==> src/rtl/cplmask_pkg.sv <==
package cplmask_pkg;
  typedef enum logic [1:0] {ST_IDLE, ST_ISSUE, ST_WAIT, ST_RESP} br_state_e;

  localparam logic [1:0] RESP_OKAY   = 2'b00;
  localparam logic [1:0] RESP_SLVERR = 2'b10;

  localparam logic [2:0] CPL_SC = 3'b000;
  localparam logic [2:0] CPL_UR = 3'b001;
  localparam logic [2:0] CPL_CA = 3'b100;

  localparam int FLG_UR   = 0;
  localparam int FLG_CA   = 1;
  localparam int FLG_TMO  = 2;
  localparam int FLG_FILT = 3;
  localparam int NFLG     = 4;

  localparam int BUS_LSB = 20;
  localparam int DEV_LSB = 15;
  localparam int FN_LSB  = 12;
endpackage

==> src/rtl/cplmask_cfg_filter.sv <==
module cplmask_cfg_filter #(
  parameter int AW = 32,
  parameter logic [7:0] PRI_BUS = 8'd0,
  parameter logic [7:0] SEC_BUS = 8'd1,
  parameter logic [4:0] RP_DEV  = 5'd0
) (
  input  logic [AW-1:0] addr,
  input  logic          link_up,
  output logic          is_cfg,
  output logic          drop
);
  import cplmask_pkg::*;

  logic [7:0] bus;
  logic [4:0] dev;
  logic [2:0] fn;
  logic       own_fn, sec_dev0;

  assign is_cfg   = addr[AW-1];
  assign bus      = addr[BUS_LSB +: 8];
  assign dev      = addr[DEV_LSB +: 5];
  assign fn       = addr[FN_LSB +: 3];
  assign own_fn   = (bus == PRI_BUS) && (dev == RP_DEV) && (fn == 3'd0);
  assign sec_dev0 = (bus == SEC_BUS) && (dev == 5'd0);
  assign drop     = is_cfg && !(own_fn || (sec_dev0 && link_up));
endmodule

==> src/rtl/cplmask_timer.sv <==
module cplmask_timer #(
  parameter int TMO_CYC = 1024
) (
  input  logic clk,
  input  logic rst,
  input  logic start,
  input  logic run,
  output logic expired
);
  localparam int TW = $clog2(TMO_CYC + 1);
  localparam logic [TW-1:0] LAST = TW'(TMO_CYC - 1);

  logic [TW-1:0] cnt;

  assign expired = run && (cnt == LAST);

  always_ff @(posedge clk) begin
    if (rst || start) cnt <= '0;
    else if (run)     cnt <= cnt + 1'b1;
  end
endmodule

==> src/rtl/cplmask_logger.sv <==
module cplmask_logger #(
  parameter int AW = 32,
  parameter int NF = 4
) (
  input  logic          clk,
  input  logic          rst,
  input  logic [NF-1:0] ev,
  input  logic [AW-1:0] ev_addr,
  input  logic [NF-1:0] clr,
  output logic [NF-1:0] flags,
  output logic [AW-1:0] last_addr
);
  for (genvar i = 0; i < NF; i++) begin : g_flag
    always_ff @(posedge clk) begin
      if (rst)        flags[i] <= 1'b0;
      else if (ev[i]) flags[i] <= 1'b1;
      else if (clr[i]) flags[i] <= 1'b0;
    end
  end

  always_ff @(posedge clk) begin
    if (rst)      last_addr <= '0;
    else if (|ev) last_addr <= ev_addr;
  end
endmodule

==> src/rtl/cpl_err_mask_bridge.sv <==
module cpl_err_mask_bridge #(
  parameter int AW = 32,
  parameter int DW = 32,
  parameter int TMO_CYC = 1024,
  parameter logic [7:0] PRI_BUS = 8'd0,
  parameter logic [7:0] SEC_BUS = 8'd1,
  parameter logic [4:0] RP_DEV  = 5'd0
) (
  input  logic            clk,
  input  logic            rst,
  input  logic            mask_en,
  input  logic            link_up,
  input  logic            s_awvalid,
  output logic            s_awready,
  input  logic [AW-1:0]   s_awaddr,
  input  logic            s_wvalid,
  output logic            s_wready,
  input  logic [DW-1:0]   s_wdata,
  input  logic [DW/8-1:0] s_wstrb,
  output logic            s_bvalid,
  input  logic            s_bready,
  output logic [1:0]      s_bresp,
  input  logic            s_arvalid,
  output logic            s_arready,
  input  logic [AW-1:0]   s_araddr,
  output logic            s_rvalid,
  input  logic            s_rready,
  output logic [DW-1:0]   s_rdata,
  output logic [1:0]      s_rresp,
  output logic            c_req_valid,
  input  logic            c_req_ready,
  output logic            c_req_write,
  output logic            c_req_cfg,
  output logic [AW-1:0]   c_req_addr,
  output logic [DW-1:0]   c_req_wdata,
  output logic [DW/8-1:0] c_req_wstrb,
  input  logic            c_cpl_valid,
  input  logic [2:0]      c_cpl_status,
  input  logic [DW-1:0]   c_cpl_data,
  output logic [3:0]      err_flags,
  output logic [AW-1:0]   err_addr,
  input  logic [3:0]      err_clr
);
  import cplmask_pkg::*;

  localparam logic [DW-1:0] ALL_ONES = '1;

  br_state_e st;
  logic wr_go, rd_go, acc, acc_cfg, acc_drop, expired, in_flight, cpl_hit;
  logic [AW-1:0] acc_addr;
  logic fin, fin_err;
  logic [1:0] fin_resp;
  logic [DW-1:0] fin_data;
  logic [NFLG-1:0] ev;

  // Acceptance: only in idle, write needs both channels, write wins
  assign wr_go     = (st == ST_IDLE) && s_awvalid && s_wvalid;
  assign rd_go     = (st == ST_IDLE) && s_arvalid && !(s_awvalid && s_wvalid);
  assign acc       = wr_go || rd_go;
  assign s_awready = wr_go;
  assign s_wready  = wr_go;
  assign s_arready = rd_go;
  assign acc_addr  = wr_go ? s_awaddr : s_araddr;

  cplmask_cfg_filter #(.AW(AW), .PRI_BUS(PRI_BUS), .SEC_BUS(SEC_BUS), .RP_DEV(RP_DEV)) u_filter (
    .addr(acc_addr), .link_up(link_up), .is_cfg(acc_cfg), .drop(acc_drop)
  );

  assign in_flight = (st == ST_ISSUE) || (st == ST_WAIT);

  cplmask_timer #(.TMO_CYC(TMO_CYC)) u_timer (
    .clk(clk), .rst(rst), .start(acc), .run(in_flight), .expired(expired)
  );

  // Outcome of a forwarded access; a completion beats the timeout
  assign cpl_hit = (st == ST_WAIT) && c_cpl_valid;
  always_comb begin
    fin      = cpl_hit || expired;
    fin_err  = cpl_hit ? (c_cpl_status != CPL_SC) : expired;
    fin_resp = (fin_err && !mask_en) ? RESP_SLVERR : RESP_OKAY;
    fin_data = fin_err ? ALL_ONES : c_cpl_data;
  end

  always_comb begin
    ev           = '0;
    ev[FLG_FILT] = acc && acc_drop;
    ev[FLG_TMO]  = expired && !cpl_hit && mask_en;
    ev[FLG_CA]   = cpl_hit && mask_en && (c_cpl_status == CPL_CA);
    ev[FLG_UR]   = cpl_hit && mask_en && fin_err && (c_cpl_status != CPL_CA);
  end

  cplmask_logger #(.AW(AW), .NF(NFLG)) u_log (
    .clk(clk), .rst(rst), .ev(ev), .ev_addr(acc ? acc_addr : c_req_addr),
    .clr(err_clr), .flags(err_flags), .last_addr(err_addr)
  );

  always_ff @(posedge clk) begin
    if (rst) begin
      st          <= ST_IDLE;
      c_req_valid <= 1'b0;
      c_req_write <= 1'b0;
      c_req_cfg   <= 1'b0;
      c_req_addr  <= '0;
      c_req_wdata <= '0;
      c_req_wstrb <= '0;
      s_bvalid    <= 1'b0;
      s_bresp     <= RESP_OKAY;
      s_rvalid    <= 1'b0;
      s_rresp     <= RESP_OKAY;
      s_rdata     <= '0;
    end else begin
      case (st)
        ST_IDLE: if (acc) begin
          c_req_write <= wr_go;
          c_req_cfg   <= acc_cfg;
          c_req_addr  <= acc_addr;
          c_req_wdata <= s_wdata;
          c_req_wstrb <= wr_go ? s_wstrb : '0;
          if (acc_drop) begin
            st       <= ST_RESP;
            s_bvalid <= wr_go;
            s_rvalid <= !wr_go;
            s_bresp  <= RESP_OKAY;
            s_rresp  <= RESP_OKAY;
            s_rdata  <= ALL_ONES;
          end else begin
            st          <= ST_ISSUE;
            c_req_valid <= 1'b1;
          end
        end
        ST_ISSUE, ST_WAIT: begin
          if (st == ST_ISSUE && c_req_ready) begin
            c_req_valid <= 1'b0;
            st          <= ST_WAIT;
          end
          if (fin) begin
            c_req_valid <= 1'b0;
            st          <= ST_RESP;
            s_bvalid    <= c_req_write;
            s_rvalid    <= !c_req_write;
            s_bresp     <= fin_resp;
            s_rresp     <= fin_resp;
            s_rdata     <= fin_data;
          end
        end
        default: begin
          if ((s_bvalid && s_bready) || (s_rvalid && s_rready)) begin
            s_bvalid <= 1'b0;
            s_rvalid <= 1'b0;
            st       <= ST_IDLE;
          end
        end
      endcase
    end
  end
endmodule

==> config.mk <==
export PLATFORM = sky130hd
export DESIGN_NAME = cpl_err_mask_bridge
export DESIGN_NICKNAME = d
export VERILOG_FILES = /design/src/rtl/cplmask_pkg.sv /design/src/rtl/cplmask_cfg_filter.sv /design/src/rtl/cplmask_timer.sv /design/src/rtl/cplmask_logger.sv /design/src/rtl/cpl_err_mask_bridge.sv
export SDC_FILE = /design/constraint.sdc
export NUM_CORES = 1
export LEC_CHECK = 0
export ABC_AREA = 1
export BUFFER_PORTS_ARGS = -buffer_cell sky130_fd_sc_hd__buf_2
export CORE_MARGIN = 1.5
export CORE_UTILIZATION = 30
export CTS_BUF_LIST = sky130_fd_sc_hd__clkbuf_8
export CTS_CLUSTER_DIAMETER = 150
export DETAILED_ROUTE_END_ITERATION = 6
export HOLD_SLACK_MARGIN = 0.02
export PLACE_DENSITY = 0.61
export RECOVER_POWER = 25
export SETUP_SLACK_MARGIN = 0.2
export SLEW_MARGIN = 20
export SYNTH_ARGS = -nofsm -noshare
export SYNTH_HDL_FRONTEND = slang
export SYNTH_SLANG_ARGS = --single-unit
==> constraint.sdc <==
create_clock -name clk -period 2.95 [get_ports clk]
set_clock_uncertainty 0.05 [all_clocks]
set_input_delay 0.1475 -clock clk [delete_from_list [all_inputs] [get_ports clk]]
set_output_delay 0.1475 -clock clk [all_outputs]
set_load 0.03 [all_outputs]
==> impl_metrics.toml <==
[worst_setup_path]
crit_family = "simple AND/OR/NAND/NOR gates"
crit_type = "reg -> reg"
worst-path-buf-inv = 4
worstPathRequired_ns = 3.24
critPathLaunch = "st[0]$_SDFFE_PP0P_"
crit_arrival_ns = 2.82
end_kind = "flop"
crit_path_top_delay_cell = "dfxtp_1"
rr_startpoint = "st[0]$_SDFFE_PP0P_"
cp_max_fo = 36
start_kind = "flop"
crit_chain = "inv_1 > ha_4 > buf_4 > nand3_1 > inv_1 > nor2_4 > nor2_1 > nand2_8 > nand2_4 > buf_12 > nand3_1 > nand2_1 > nor2_1"
critical-path-max-stage-delay_ns = 0.35

[cts]
cts_root_buffer = "clkbuf_8"
clk_pin_slew_ns = 0.09
numClockSinks = 155
clockBufferDepth = 2
clk_latency_ns = 0.44
cts_max_level = 4
cts_tree = "yes"
cts_made_buffers = 17

[floorplanning]
fp.dieH_um = 155.0
rows = 55
die_w_um = 155.0
initial_core_util_pct = 30.59
coreArea_um2 = 22640
dieArea_um2 = 24010
ioPinCount = 298

[sta]
tns_ns = 0
fmax_ghz = 0.3954
rsz0062_at_grt = "false"
tightestPinTransition_ns = 0.8753
slew_headroom_pct = 41.64
report.final.slew_viol_count = 0
finalHoldViolCount = 0
fin_crit_ns = 2.529
setup_viol = 0
post-route-period-util_pct = 85.73
whs_ns = 0.05368

[pwr]
p_seq_share_pct = 29.9
ir_worst_vdd_mv = 0.5114
p_sw_share_pct = 47.96
combPwrFrac_pct = 53.1
power_density_nw_per_um2 = 1028
power_frac_clock_pct = 17.0
power.switching_w = 0.004684
p_leak_nw = 4.465
intPower_w = 0.005082
fin_total_pwr_w = 0.009767

[global_route]
grt_max_degree = 67
grt_pass1_wl_mm = 35.19
grt_pass1_vias = 6932
antenna_found_initial = 3
grt_overflow = 0
grtUsageTotal_pct = 18.37

[synthesis]
avgSynthCellArea_um2 = 6.899
yosysUniqueCellTypes = 36
yosys_warnings = 0
post_synth_inst_count = 1004
yosysSeqAreaShare_pct = 44.80
ys_ff_latch = 155
syn_area_um2 = 6927

[drt]
via_per_inst = 4.685
drtPass1Iterations = 4
final_antenna_net_count = 0
wl_per_cell_um = 14.15
routed_wl_mm = 22.88
drtIter0Drc = 407
num_vias = 7575
drc = 0

[status]
status = "completed"

[final_layout]
stdcell_count = 1617
area_growth_pct = 37.16
nNetsFinal = 1473
nFillCells = 2444
drive_above_1_share_pct = 24.06

[placement]
dpl.hpwl_mm = 15.72
placed_cells = 1536
io_buffers = 295
place_congestion = 0.8741

[hold_path]
worstHoldStart = "c_cpl_data[17]"
hold_path.class = "in -> reg"

[run]
cap_violations = 0
## per-stage QoR
step	util (%)	worst slack, ns	area (µm²)
2_1_floorplan	-	0.7538	6930
3_3_place_gp	38.30	0.1526	8671
3_5_place_dp	38.30	0.09297	8671
4_1_cts	42.17	0.2062	9548
5_1_grt	41.95	0.2101	9498
6_report	41.96	0.4210	9500
## synthesized netlist by cell type
master / number / area (µm²)
nand3_4: 1 / 17.52
a31oi_1: 2 / 12.51
nand2_2: 2 / 12.51
a211oi_1: 1 / 7.510
nand2_1: 186 / 698.2
inv_2: 2 / 7.510
xor2_1: 2 / 17.52
nor2_2: 2 / 12.51
o31ai_1: 1 / 7.510
buf_1: 6 / 22.52
o21ba_2: 1 / 10.01
a21oi_1: 55 / 275.3
or2_2: 33 / 206.5
xnor2_1: 1 / 8.760
buf_6: 3 / 33.78
buf_4: 6 / 45.04
ha_1: 5 / 62.56
inv_1: 35 / 131.4
clkbuf_1: 39 / 146.4
a21boi_0: 15 / 112.6
nor2_1: 256 / 960.9
o21ai_0: 75 / 375.4
clkinv_1: 1 / 3.750
nand4_1: 10 / 62.56
o22ai_1: 1 / 6.260
nand2_4: 1 / 11.26
nand3_2: 1 / 10.01
nand3_1: 59 / 295.3
buf_2: 15 / 75.07
mux2i_1: 1 / 10.01
o21ai_1: 11 / 55.05
dfxtp_1: 155 / 3103
nor2_4: 1 / 11.26
a221o_1: 1 / 10.01
conb_1: 1 / 3.750
nor3_1: 17 / 85.08
## final cells by class
cell class,instances,area (µm²),share of cell area (%)
clock buffer,19,261.5,2.753
sequential,155,3103,32.66
timing repair buffer,362,2073,21.82
antenna,2,5.005,0.05268
clock inverter,12,140.1,1.475
tap,285,356.6,3.753
multi-input combinational,744,3418,35.98
inverter,38,142.6,1.501
## final timing paths
path	slack, ns	depth (start not counted)	end
worst max-delay path	0.42	13	s_rdata[7]$_SDFFE_PP0P_
worst min-delay path	0.05	6	s_rdata[17]$_SDFFE_PP0P_
worst min register to register	0.41	2	c_req_wstrb[3]$_SDFFE_PP0P_
worst max register to register	0.42	13	s_rdata[7]$_SDFFE_PP0P_
## worst reg2reg max path, stage by stage (launching register included)
cell	delay (ns)
dfxtp_1	0.35
inv_1	0.13
ha_4	0.23
buf_4	0.22
nand3_1	0.12
inv_1	0.13
nor2_4	0.06
nor2_1	0.34
nand2_8	0.18
nand2_4	0.19
buf_12	0.22
nand3_1	0.10
nand2_1	0.07
nor2_1	0.04
## state kept, by name (all words and copies together), names as in the netlist
| name | count |
|---|---|
| c_req_valid | 1 |
| s_rdata | 32 |
| u_log.flags | 4 |
| c_req_wdata | 32 |
| u_log.last_addr | 32 |
| c_req_addr | 32 |
| s_rvalid | 1 |
| c_req_cfg | 1 |
| s_bvalid | 1 |
| st | 2 |
| u_timer.cnt | 11 |
| c_req_write | 1 |
| c_req_wstrb | 4 |
| s_rresp | 1 |
## logic make-up after synthesis
| kind of cell | after synthesis | share of synthesized area, % |
|---|---|---|
| simple gates | 569 | 34.41 |
| buf+inv | 107 | 6.720 |
| other cells | 1 | 0.05414 |
| flops | 155 | 44.80 |
| fa+ha+maj | 5 | 0.9032 |
| xor+xnor | 3 | 0.3794 |
| compound gates | 163 | 12.59 |
| mux | 1 | 0.1445 |
## power groups by stage
stage | clock network, W | logic [W] | registers [W]
2_1_floorplan | 0 | 0.00268 | 0.00396
3_3_place_gp | 0 | 0.00510 | 0.00295
3_5_place_dp | 0 | 0.00515 | 0.00295
4_1_cts | 0.00173 | 0.00523 | 0.00291
5_1_grt | 0.00180 | 0.00573 | 0.00299
6_report | 0.00166 | 0.00519 | 0.00292
## placed cells by master, fill, tap and decap left out, types with 3 or more instances in the layout
cell type	instances
inv_2	3
inv_6	3
buf_4	16
dlygate4sd3_1	45
dfxtp_1	155
or2_2	33
ha_1	4
inv_1	34
clkbuf_1	75
buf_2	220
buf_12	6
nor2_1	255
clkbuf_8	19
o21ai_1	11
a21oi_1	55
nand4_1	10
nor3_1	17
o21ai_0	75
a21boi_0	15
nand2_1	186
clkinvlp_4	4
nand3_1	59
## routing by layer
| layer | wire [µm] | global-route usage [%] | share of wire [%] | up-vias |
|---|---|---|---|---|
| met2 | 10760 | 30.64 | 47 | 267 |
| met3 | 1672 | 5.850 | 7.3 | 29 |
| met4 | 327 | 4.853 | 1.4 | 2 |
| li1 | - | - | - | 3848 |
| met5 | 13 | 0 | 0.057 | - |
| met1 | 10110 | 22.83 | 44 | 3429 |
## timing repair
| item | in CTS | in global routing |
|---|---|---|
| hold endpoints to repair | 43 | 0 |
| cloned | 0 | 1 |
| pin swaps | 1 | 1 |
| resized for setup | 2 | 6 |
| hold buffers | 45 | 0 |
| setup endpoints to repair | 55 | 65 |
| setup buffers | 2 | 0 |
Note: power is estimated with default switching activity, not from simulation.
